**src/rtl/fcd_pkg.sv**
```systemverilog
package fcd_pkg;

    typedef enum logic [2:0] {
        ST_IDLE,
        ST_UNL1,
        ST_UNL2,
        ST_PROG,
        ST_ERA1,
        ST_ERA2,
        ST_ERA3
    } seq_state_e;

    localparam int NCODE   = 8;
    localparam int C_KEY1  = 0;
    localparam int C_KEY2  = 1;
    localparam int C_PROG  = 2;
    localparam int C_PRE   = 3;
    localparam int C_ERASE = 4;
    localparam int C_LOCK  = 5;
    localparam int C_IDIN  = 6;
    localparam int C_IDOUT = 7;

    localparam logic [14:0] KEY1_ADDR = 15'h5555;
    localparam logic [14:0] KEY2_ADDR = 15'h2AAA;

    localparam logic [7:0] ID_MFR     = 8'h1F;
    localparam logic [7:0] ID_DEV_BOT = 8'h23;
    localparam logic [7:0] ID_DEV_TOP = 8'h27;

    function automatic logic [7:0] code_of(input int idx);
        logic [7:0] c;
        case (idx)
            C_KEY1:  c = 8'hAA;
            C_KEY2:  c = 8'h55;
            C_PROG:  c = 8'hA0;
            C_PRE:   c = 8'h80;
            C_ERASE: c = 8'h10;
            C_LOCK:  c = 8'h40;
            C_IDIN:  c = 8'h90;
            default: c = 8'hF0;
        endcase
        return c;
    endfunction

endpackage

```
**src/rtl/fcd_cycle_class.sv**
```systemverilog
module fcd_cycle_class
    import fcd_pkg::*;
#(
    parameter int DATA_W = 8,
    parameter int CMP_W  = 15
) (
    input  logic [CMP_W-1:0]  addr_lo,
    input  logic [DATA_W-1:0] data,
    output logic              at_key1,
    output logic              at_key2,
    output logic [NCODE-1:0]  dhit
);
    assign at_key1 = (addr_lo == CMP_W'(KEY1_ADDR));
    assign at_key2 = (addr_lo == CMP_W'(KEY2_ADDR));

    for (genvar i = 0; i < NCODE; i++) begin : g_code
        assign dhit[i] = (data == DATA_W'(code_of(i)));
    end
endmodule

```
**src/rtl/fcd_id_code.sv**
```systemverilog
module fcd_id_code
    import fcd_pkg::*;
#(
    parameter int DATA_W   = 8,
    parameter bit TOP_BOOT = 1'b0
) (
    input  logic              sel,
    output logic [DATA_W-1:0] code
);
    logic [DATA_W-1:0] dev_code;

    if (TOP_BOOT) begin : g_top
        assign dev_code = DATA_W'(ID_DEV_TOP);
    end else begin : g_bot
        assign dev_code = DATA_W'(ID_DEV_BOT);
    end

    assign code = sel ? dev_code : DATA_W'(ID_MFR);
endmodule

```
**src/rtl/fcd_cmd_decoder.sv**
```systemverilog
module fcd_cmd_decoder
    import fcd_pkg::*;
#(
    parameter int ADDR_W   = 20,
    parameter int DATA_W   = 8,
    parameter int CMP_W    = 15,
    parameter bit TOP_BOOT = 1'b0
) (
    input  logic              clk,
    input  logic              rst_n,
    input  logic              wr_valid,
    input  logic [ADDR_W-1:0] wr_addr,
    input  logic [DATA_W-1:0] wr_data,
    input  logic              busy,
    input  logic              rd_a0,
    output logic              prog_pulse,
    output logic [ADDR_W-1:0] prog_addr,
    output logic [DATA_W-1:0] prog_data,
    output logic              erase_pulse,
    output logic              lock_pulse,
    output logic              id_enter_pulse,
    output logic              id_exit_pulse,
    output logic              id_mode,
    output logic [DATA_W-1:0] id_byte
);
    localparam int NPULSE = 5;

    typedef struct packed {
        seq_state_e        st;
        logic              prog;
        logic              erase;
        logic              lock;
        logic              enter;
        logic              leave;
        logic              id_mode;
        logic [ADDR_W-1:0] paddr;
        logic [DATA_W-1:0] pdata;
    } dec_state_t;

    dec_state_t st_d, st_q;

    logic             at_key1, at_key2;
    logic [NCODE-1:0] dhit;
    logic             accept;
    logic             k1_cyc, k2_cyc;
    logic [NPULSE-1:0] pulse_vec;

    fcd_cycle_class #(
        .DATA_W (DATA_W),
        .CMP_W  (CMP_W)
    ) class_i (
        .addr_lo (wr_addr[CMP_W-1:0]),
        .data    (wr_data),
        .at_key1 (at_key1),
        .at_key2 (at_key2),
        .dhit    (dhit)
    );

    fcd_id_code #(
        .DATA_W   (DATA_W),
        .TOP_BOOT (TOP_BOOT)
    ) idcode_i (
        .sel  (rd_a0),
        .code (id_byte)
    );

    assign accept = wr_valid & ~busy;
    assign k1_cyc = at_key1 & dhit[C_KEY1];
    assign k2_cyc = at_key2 & dhit[C_KEY2];

    always_comb begin
        st_d       = st_q;
        st_d.prog  = 1'b0;
        st_d.erase = 1'b0;
        st_d.lock  = 1'b0;
        st_d.enter = 1'b0;
        st_d.leave = 1'b0;
        if (accept) begin
            st_d.st = ST_IDLE;
            if (st_q.st == ST_PROG) begin
                st_d.prog  = 1'b1;
                st_d.paddr = wr_addr;
                st_d.pdata = wr_data;
            end else if (dhit[C_IDOUT]) begin
                st_d.leave   = 1'b1;
                st_d.id_mode = 1'b0;
            end else begin
                case (st_q.st)
                    ST_IDLE: if (k1_cyc) st_d.st = ST_UNL1;
                    ST_UNL1: if (k2_cyc) st_d.st = ST_UNL2;
                    ST_UNL2: begin
                        if (at_key1 && dhit[C_PROG]) begin
                            st_d.st = ST_PROG;
                        end else if (at_key1 && dhit[C_PRE]) begin
                            st_d.st = ST_ERA1;
                        end else if (at_key1 && dhit[C_IDIN]) begin
                            st_d.enter   = 1'b1;
                            st_d.id_mode = 1'b1;
                        end
                    end
                    ST_ERA1: if (k1_cyc) st_d.st = ST_ERA2;
                    ST_ERA2: if (k2_cyc) st_d.st = ST_ERA3;
                    ST_ERA3: begin
                        if (at_key1 && dhit[C_ERASE]) begin
                            st_d.erase = 1'b1;
                        end else if (at_key1 && dhit[C_LOCK]) begin
                            st_d.lock = 1'b1;
                        end
                    end
                    default: st_d.st = ST_IDLE;
                endcase
            end
        end
    end

    always_ff @(posedge clk) begin
        if (!rst_n) begin
            st_q <= '{st: ST_IDLE, paddr: '0, pdata: '0, default: 1'b0};
        end else begin
            st_q <= st_d;
        end
    end

    assign prog_pulse     = st_q.prog;
    assign prog_addr      = st_q.paddr;
    assign prog_data      = st_q.pdata;
    assign erase_pulse    = st_q.erase;
    assign lock_pulse     = st_q.lock;
    assign id_enter_pulse = st_q.enter;
    assign id_exit_pulse  = st_q.leave;
    assign id_mode        = st_q.id_mode;
    assign pulse_vec      = {st_q.prog, st_q.erase, st_q.lock, st_q.enter, st_q.leave};

    // the command pulses are mutually exclusive
    a_r10_one_pulse: assert property (@(posedge clk) disable iff (!rst_n)
        $onehot0(pulse_vec));

    // a masked write neither pulses nor moves the sequence
    a_r9_busy_ignored: assert property (@(posedge clk) disable iff (!rst_n)
        busy |=> (pulse_vec == '0) && $stable(st_q.st) && $stable(id_mode));

    // no write, no change
    a_r8_idle_clock: assert property (@(posedge clk) disable iff (!rst_n)
        !wr_valid |=> (pulse_vec == '0) && $stable(id_mode));

    // entry pulse coincides with the flag being set
    a_r5_enter_sets_mode: assert property (@(posedge clk) disable iff (!rst_n)
        id_enter_pulse |-> id_mode);

    // exit pulse coincides with the flag being clear
    a_r6_exit_clears_mode: assert property (@(posedge clk) disable iff (!rst_n)
        id_exit_pulse |-> !id_mode);

    // latched program fields only move with a program pulse
    a_r12_hold_fields: assert property (@(posedge clk) disable iff (!rst_n)
        !prog_pulse |-> $stable(prog_addr) && $stable(prog_data));

endmodule

```
**config.mk**
```make
export PLATFORM = sky130hd
export DESIGN_NAME = fcd_cmd_decoder
export DESIGN_NICKNAME = d
export VERILOG_FILES = /design/src/rtl/fcd_pkg.sv /design/src/rtl/fcd_cycle_class.sv /design/src/rtl/fcd_id_code.sv /design/src/rtl/fcd_cmd_decoder.sv
export SDC_FILE = /design/constraint.sdc
export NUM_CORES = 1
export LEC_CHECK = 0
export BUFFER_PORTS_ARGS = -buffer_cell sky130_fd_sc_hd__buf_2
export CAP_MARGIN = 30
export CORE_AREA = 3 3 76 78
export CTS_CLUSTER_DIAMETER = 60
export DETAILED_ROUTE_END_ITERATION = 6
export DIE_AREA = 0 0 79 81
export HOLD_SLACK_MARGIN = 0.05
export SYNTH_ARGS = -nofsm -noshare
export SYNTH_HDL_FRONTEND = slang
export SYNTH_SLANG_ARGS = --single-unit
```
**constraint.sdc**
```tcl
create_clock -name clk -period 3.8 [get_ports clk]
set_input_delay 0.38 -clock clk [delete_from_list [all_inputs] [get_ports clk]]
set_output_delay 0.38 -clock clk [all_outputs]
set_load 0.03 [all_outputs]
```
; ---- Yosys cells after proc, flatten, opt, wreduce, memory -nomap -nowiden
; Index checks and enable logic that the tools add are counted.
[totals]
reg_bits = 37
output_inout_bits = 42
[classes]
eq_ne = 18
mux = 20
bitwise_logic = 9
reduce_logical = 15
[op_table]
columns = op, n
row1 = $eq A8 B8 Y1 const B, 5
row2 = $mux W3, 6
row3 = $eq A8 B7 Y1 const B, 2
row4 = $eq A15 B14 Y1 const B, 1
row5 = $eq A15 B15 Y1 const B, 1
row6 = $pmux W3 S5, 1
row7 = $mux W1, 11
row8 = $eq A3 B3 Y1 const B, 3
row9 = $eq A8 B5 Y1 const B, 1
row10 = $reduce_or A7 Y1, 1
row11 = $eq A3 B2 Y1 const B, 2
row12 = $mux W6, 1
row13 = $not A1 Y1, 6
row14 = $reduce_and A6 Y1, 1
row15 = $reduce_or A6 Y1, 1
row16 = $logic_and A1 B1 Y1, 5
row17 = $reduce_or A5 Y1, 1
row18 = $ne A2 B1 Y1 const B, 2
row19 = $reduce_and A2 Y1, 2
row20 = $reduce_bool A2 Y1, 2
row21 = $and A1 B1 Y1, 3
row22 = $eq A3 B1 Y1 const B, 1
row23 = $logic_not A3 Y1, 1
row24 = $reduce_or A3 Y1, 1
row25 = $mux W2, 1

; ---- Longest topological paths before layout
[depth]
ltp_word = 7
ltp_mapped = 6
mapped_depth_nobuf = 5

; ---- By module
; A second synthesis with hierarchy kept.
[unflattened]
cells_unflattened = 237
area_unflattened_um2 = 1945.6
[modules_own_cells]
columns = mod, instances, cells_each, area_per_inst_um2, seq_area_each_um2
row1 = fcd_cmd_decoder, 1, 200, 1686.6, 740.7
row2 = fcd_cycle_class, 1, 27, 195.2, 0.0
row3 = fcd_id_code, 1, 10, 63.8, 0.0

; ---- Least setup slack after synthesis
; OpenSTA, ideal clock, no wires.
[synth_path]
path_type = input to register
startpoint = in wr_addr[13]
endpoint = reg st_q, in the netlist id_mode
arrival_ps = 1491
t_required_ps = 3739
slack_ps = 2248
stages = 5
n_path_buf = 0
path_cell_list = and4bb_1 -> nand3_2 -> or3_1 -> nor3_2 -> o221a_1
[synth_between]
elab_chain_cells = 4
[synth_lines]
columns = element, line_no
row1 = start: declaration, fcd_cmd_decoder.sv:12  ; input logic [ADDR_W-1:0] wr_addr,
row2 = $eq A15 B15 Y1 *, fcd_cycle_class.sv:13  ; assign at_key1 = (addr_lo == CMP_W'(KEY1_ADDR));
row3 = "$logic_and A1 B1 Y1, on equally long branches", "fcd_cmd_decoder.sv:94, fcd_cmd_decoder.sv:92, fcd_cmd_decoder.sv:96"
row4 = $ne A2 B1 Y1 (no source line) / $reduce_bool A2 Y1 (equally long branches), n/a
row5 = $reduce_and A6 Y1 (no source line) *, n/a
row6 = end signal: assignment, fcd_cmd_decoder.sv:120  ; st_q <= st_d;
row7 = end: declaration, fcd_cmd_decoder.sv:40  ; dec_state_t st_d, st_q;
; Mark *: on every way between the ends. The rest lies on a longest branch, timed or not.
; A chain may end at the register's enable or synchronous reset.

; ---- Worst setup path in the final report
[layout_path]
startpoint = reg st_q[34] in the netlist's numbering
endpoint = reg st_q, in the netlist id_mode
[layout_between]
elab_chain_cells = 3
[layout_lines]
columns = element, line_no
row1 = "$eq A3 B2 Y1, on equally long branches", "fcd_cmd_decoder.sv:88, fcd_cmd_decoder.sv:80"
row2 = $reduce_bool A2 Y1 (no source line) / $not A1 Y1 (equally long branches), n/a
row3 = $reduce_and A6 Y1 (no source line) *, n/a
; Marked as above.

==> run summary <==
CP Cell Sequence: nor3_2 > nand3b_1 > or3_1 > nor3_2 > o221a_1
Hold Path Sink: prog_addr[17]
worst-margin pin slew: 0.961 ns
final worst path period share: 0.429
Core ar.: 5140 sq um
CP delay by family, top: simple AND/OR/NAND/NOR gates
Worst slew margin: 0.358
clock-pin slew on the worst setup and hold paths: 0.07 ns
worst hold path type: input pin to register
Hold Vio Cnt, Final: 0
reg2reg end: id_mode
count of boundary I/O pins: 75
GR Overflow Total: 0
row count: 26
Setup Buffers After CTS: 0
Placer Congestion: 0.816
CP endpoint kind: register
wire per inst: 12.4 um
Levels on crit path: 5
Iteration-0 DRC Markers: 40
share of Yosys cell area claimed by the top area cell type: 0.409
Cells after DPL: 331
Final min period: 1.63 ns
clock root buffer: clkbuf_8
H-tree depth: 2
clk buf depth: 2
Die X: 79 um
Num CTS Buffers: 5
first-pass GRT wire length: 6.65 mm
Fin Clk Skew: 0.00680 ns
die span in y: 81 um
Leak: 0.891 nW
syn avg cell area: 7.84 sq um
antenna cells: 0
Initial Utilization: 0.352
hold path depth: 3
nets: 301
Final Routed Wirelength: 4.21 mm
CTS tree: built
worst path bufs/invs: 0
Net Sw Power: 172 uW
CP dominant cell by count: nor3_2
combinational share of power: 0.072
Critical Path Start Type: register
Final setup viols: 0
number of cells on the worst reg-to-reg path: 5
max capacitance violation total: 0
Flop pwr share: 0.488
unrepaired setup endpoints after global routing: no
vias in the first global route: 1406
worst ir drop on vdd: 0.000117 V
Yosys top cell by area: dfxtp_1
register bit count reported by yosys: 37
power per cell area: 380 nW/um^2
die area: 6400 sq um
status: complete, no violations
setup TNS: 0 ns
Internal Power: 621 uW
mapped cell area: 1810 sq um
antenna violations before repair: 0
post-route ant nets: 0
Setup CP Type: register to register
Resized cells post-CTS: 0
layout overhead on the synthesized area: 15.5%
synth top area cells: dfxtp_1, buf_4, nand2_1, a21oi_1, and4bb_1
slowest CP cell: or3_1
Syn. warnings: 0
synthesized netlist cell count: 231
gr usage total: 0.134
post-synthesis sequential area ratio: 0.409
remaining routing DRC violations: 0
share of total power in the clock network: 0.440
Hold Buf Count CTS: 0
Sw Share: 0.217
CP peak stage delay: 0.39 ns
Crit. Startpoint: st_q[34]
routed vias: 1590
Sink Count: 37
post-DR vias/cell: 4.69
largest net degree at the start of global routing: 31
Final Max Slew Viols: 0
Clock Latency Late Sink: 0.29 ns
CP Data Arrival Time: 1.86 ns
DRT Pass-1 Iters: 4
fin cells: 339
Detail Placement HPWL: 3.12 mm
Worst Hold Launch: wr_addr[17]
critical path fanouts, max: 6
fmax: 0.614 GHz
Reg-to-Reg Start: st_q[34]
layout cells sized above 1: 0.312
internal reg-to-reg setup slack: 2.17 ns
Crit path required time: 4.03 ns
IO Port Bufs: 70
post-synth cell types: 32
layer usage:
metal / GRT usage / wire length [um]
met1: 0.181 / 2040
met2: 0.200 / 1800
met3: 0.0477 / 346
met4: 0.0430 / 27
met5: 0 / 0
layout make-up:
type	instances	area, sq um
fillers	595	3050
repair buffers	71	365
clock inverters	1	30.0
well taps	70	87.6
multi-input cells	151	773
clock buffers	7	86.3
flip-flops and latches	37	741
inverters	2	7.51
how the worst max path moves through the flow:
stage	end	slack, ns
after floorplan	id_mode	2.25
after global placement	prog_data[6]	1.82
after detailed placement	id_mode	1.97
after CTS	prog_addr[8]	2.14
after global routing	prog_data[7]	1.95
final	id_mode	2.17
placed cells by master, fill, tap and decap left out, types with 2 or more instances in the layout:
cell       n
o21ai_0    2
conb_1     4
nor2_2     2
nand3b_1   3
and3_1     4
nor2b_1    2
nor3_2     2
buf_2     70
nor4b_1    4
a21oi_1   30
inv_1      2
nand3_1    8
and4bb_1   4
dfxtp_1   37
nor2_1     9
or3_1      2
clkbuf_8   6
nand2_1   59
nand4_1    3
nor3_1     3
flip-flops by register name, indices dropped and copies added (netlist names):
| name | cells |
|---|---|
| id_mode | 1 |
| lock_pulse | 1 |
| st_q | 3 |
| prog_data | 8 |
| prog_pulse | 1 |
| erase_pulse | 1 |
| id_exit_pulse | 1 |
| prog_addr | 20 |
| id_enter_pulse | 1 |
Yosys cell counts:
cell type	count
nor2_2	2
and4bb_1	4
o21ai_0	2
nand2_1	59
nor3_1	3
nand4_1	3
buf_2	3
nor4bb_1	1
clkbuf_1	4
conb_1	2
and3_1	4
o221a_1	1
a31oi_1	1
a21oi_1	30
nor3_2	2
buf_1	1
nor4b_1	4
nand4b_1	1
nand3_2	1
or2_2	1
dfxtp_1	37
nor2b_1	2
nor4_1	1
nand3b_1	3
nand3_1	8
nor2_1	9
and4_1	1
nand2b_1	1
buf_4	35
o21ai_1	1
inv_1	2
or3_1	2
power groups by stage:
stage                     clock [mW]  combinational [mW]  sequential [mW]
after floorplan                    0              0.0304            0.396
after global placement             0              0.0569            0.396
after detailed placement           0              0.0570            0.396
after CTS                      0.362              0.0571            0.387
after global routing           0.382              0.0616            0.387
final                          0.349              0.0569            0.387
stage by stage:
| stage | power, mW | area, sq um | setup WS [ns] | hold WS, ns | util |
|---|---|---|---|---|---|
| after global routing | 0.831 | 2090 | 1.95 | 0.314 | 0.407 |
| after detailed placement | 0.453 | 1970 | 1.97 | 0.444 | 0.384 |
| after floorplan | 0.427 | 1820 | 2.25 | 0.437 | - |
| final | 0.794 | 2090 | 2.17 | 0.327 | 0.407 |
| after global placement | 0.453 | 1960 | 1.82 | 0.440 | 0.381 |
| after CTS | 0.806 | 2090 | 2.14 | 0.314 | 0.407 |
worst min-delay path, stage by stage:
cell     delay (ns)
buf_2          0.09
nand2_1        0.04
a21oi_1        0.05
cell families (layout without fill, tap and decap cells):
family / after synthesis / count (layout) / share of synthesized area
and+or+nand+nor: 112 / 112 / 0.318
buffers and inverters: 45 / 81 / 0.168
DFF: 37 / 37 / 0.409
AOI/OAI and AO/OA: 35 / 35 / 0.101
other: 2 / 4 / 0.00415
(Power assumes the default switching activity.)
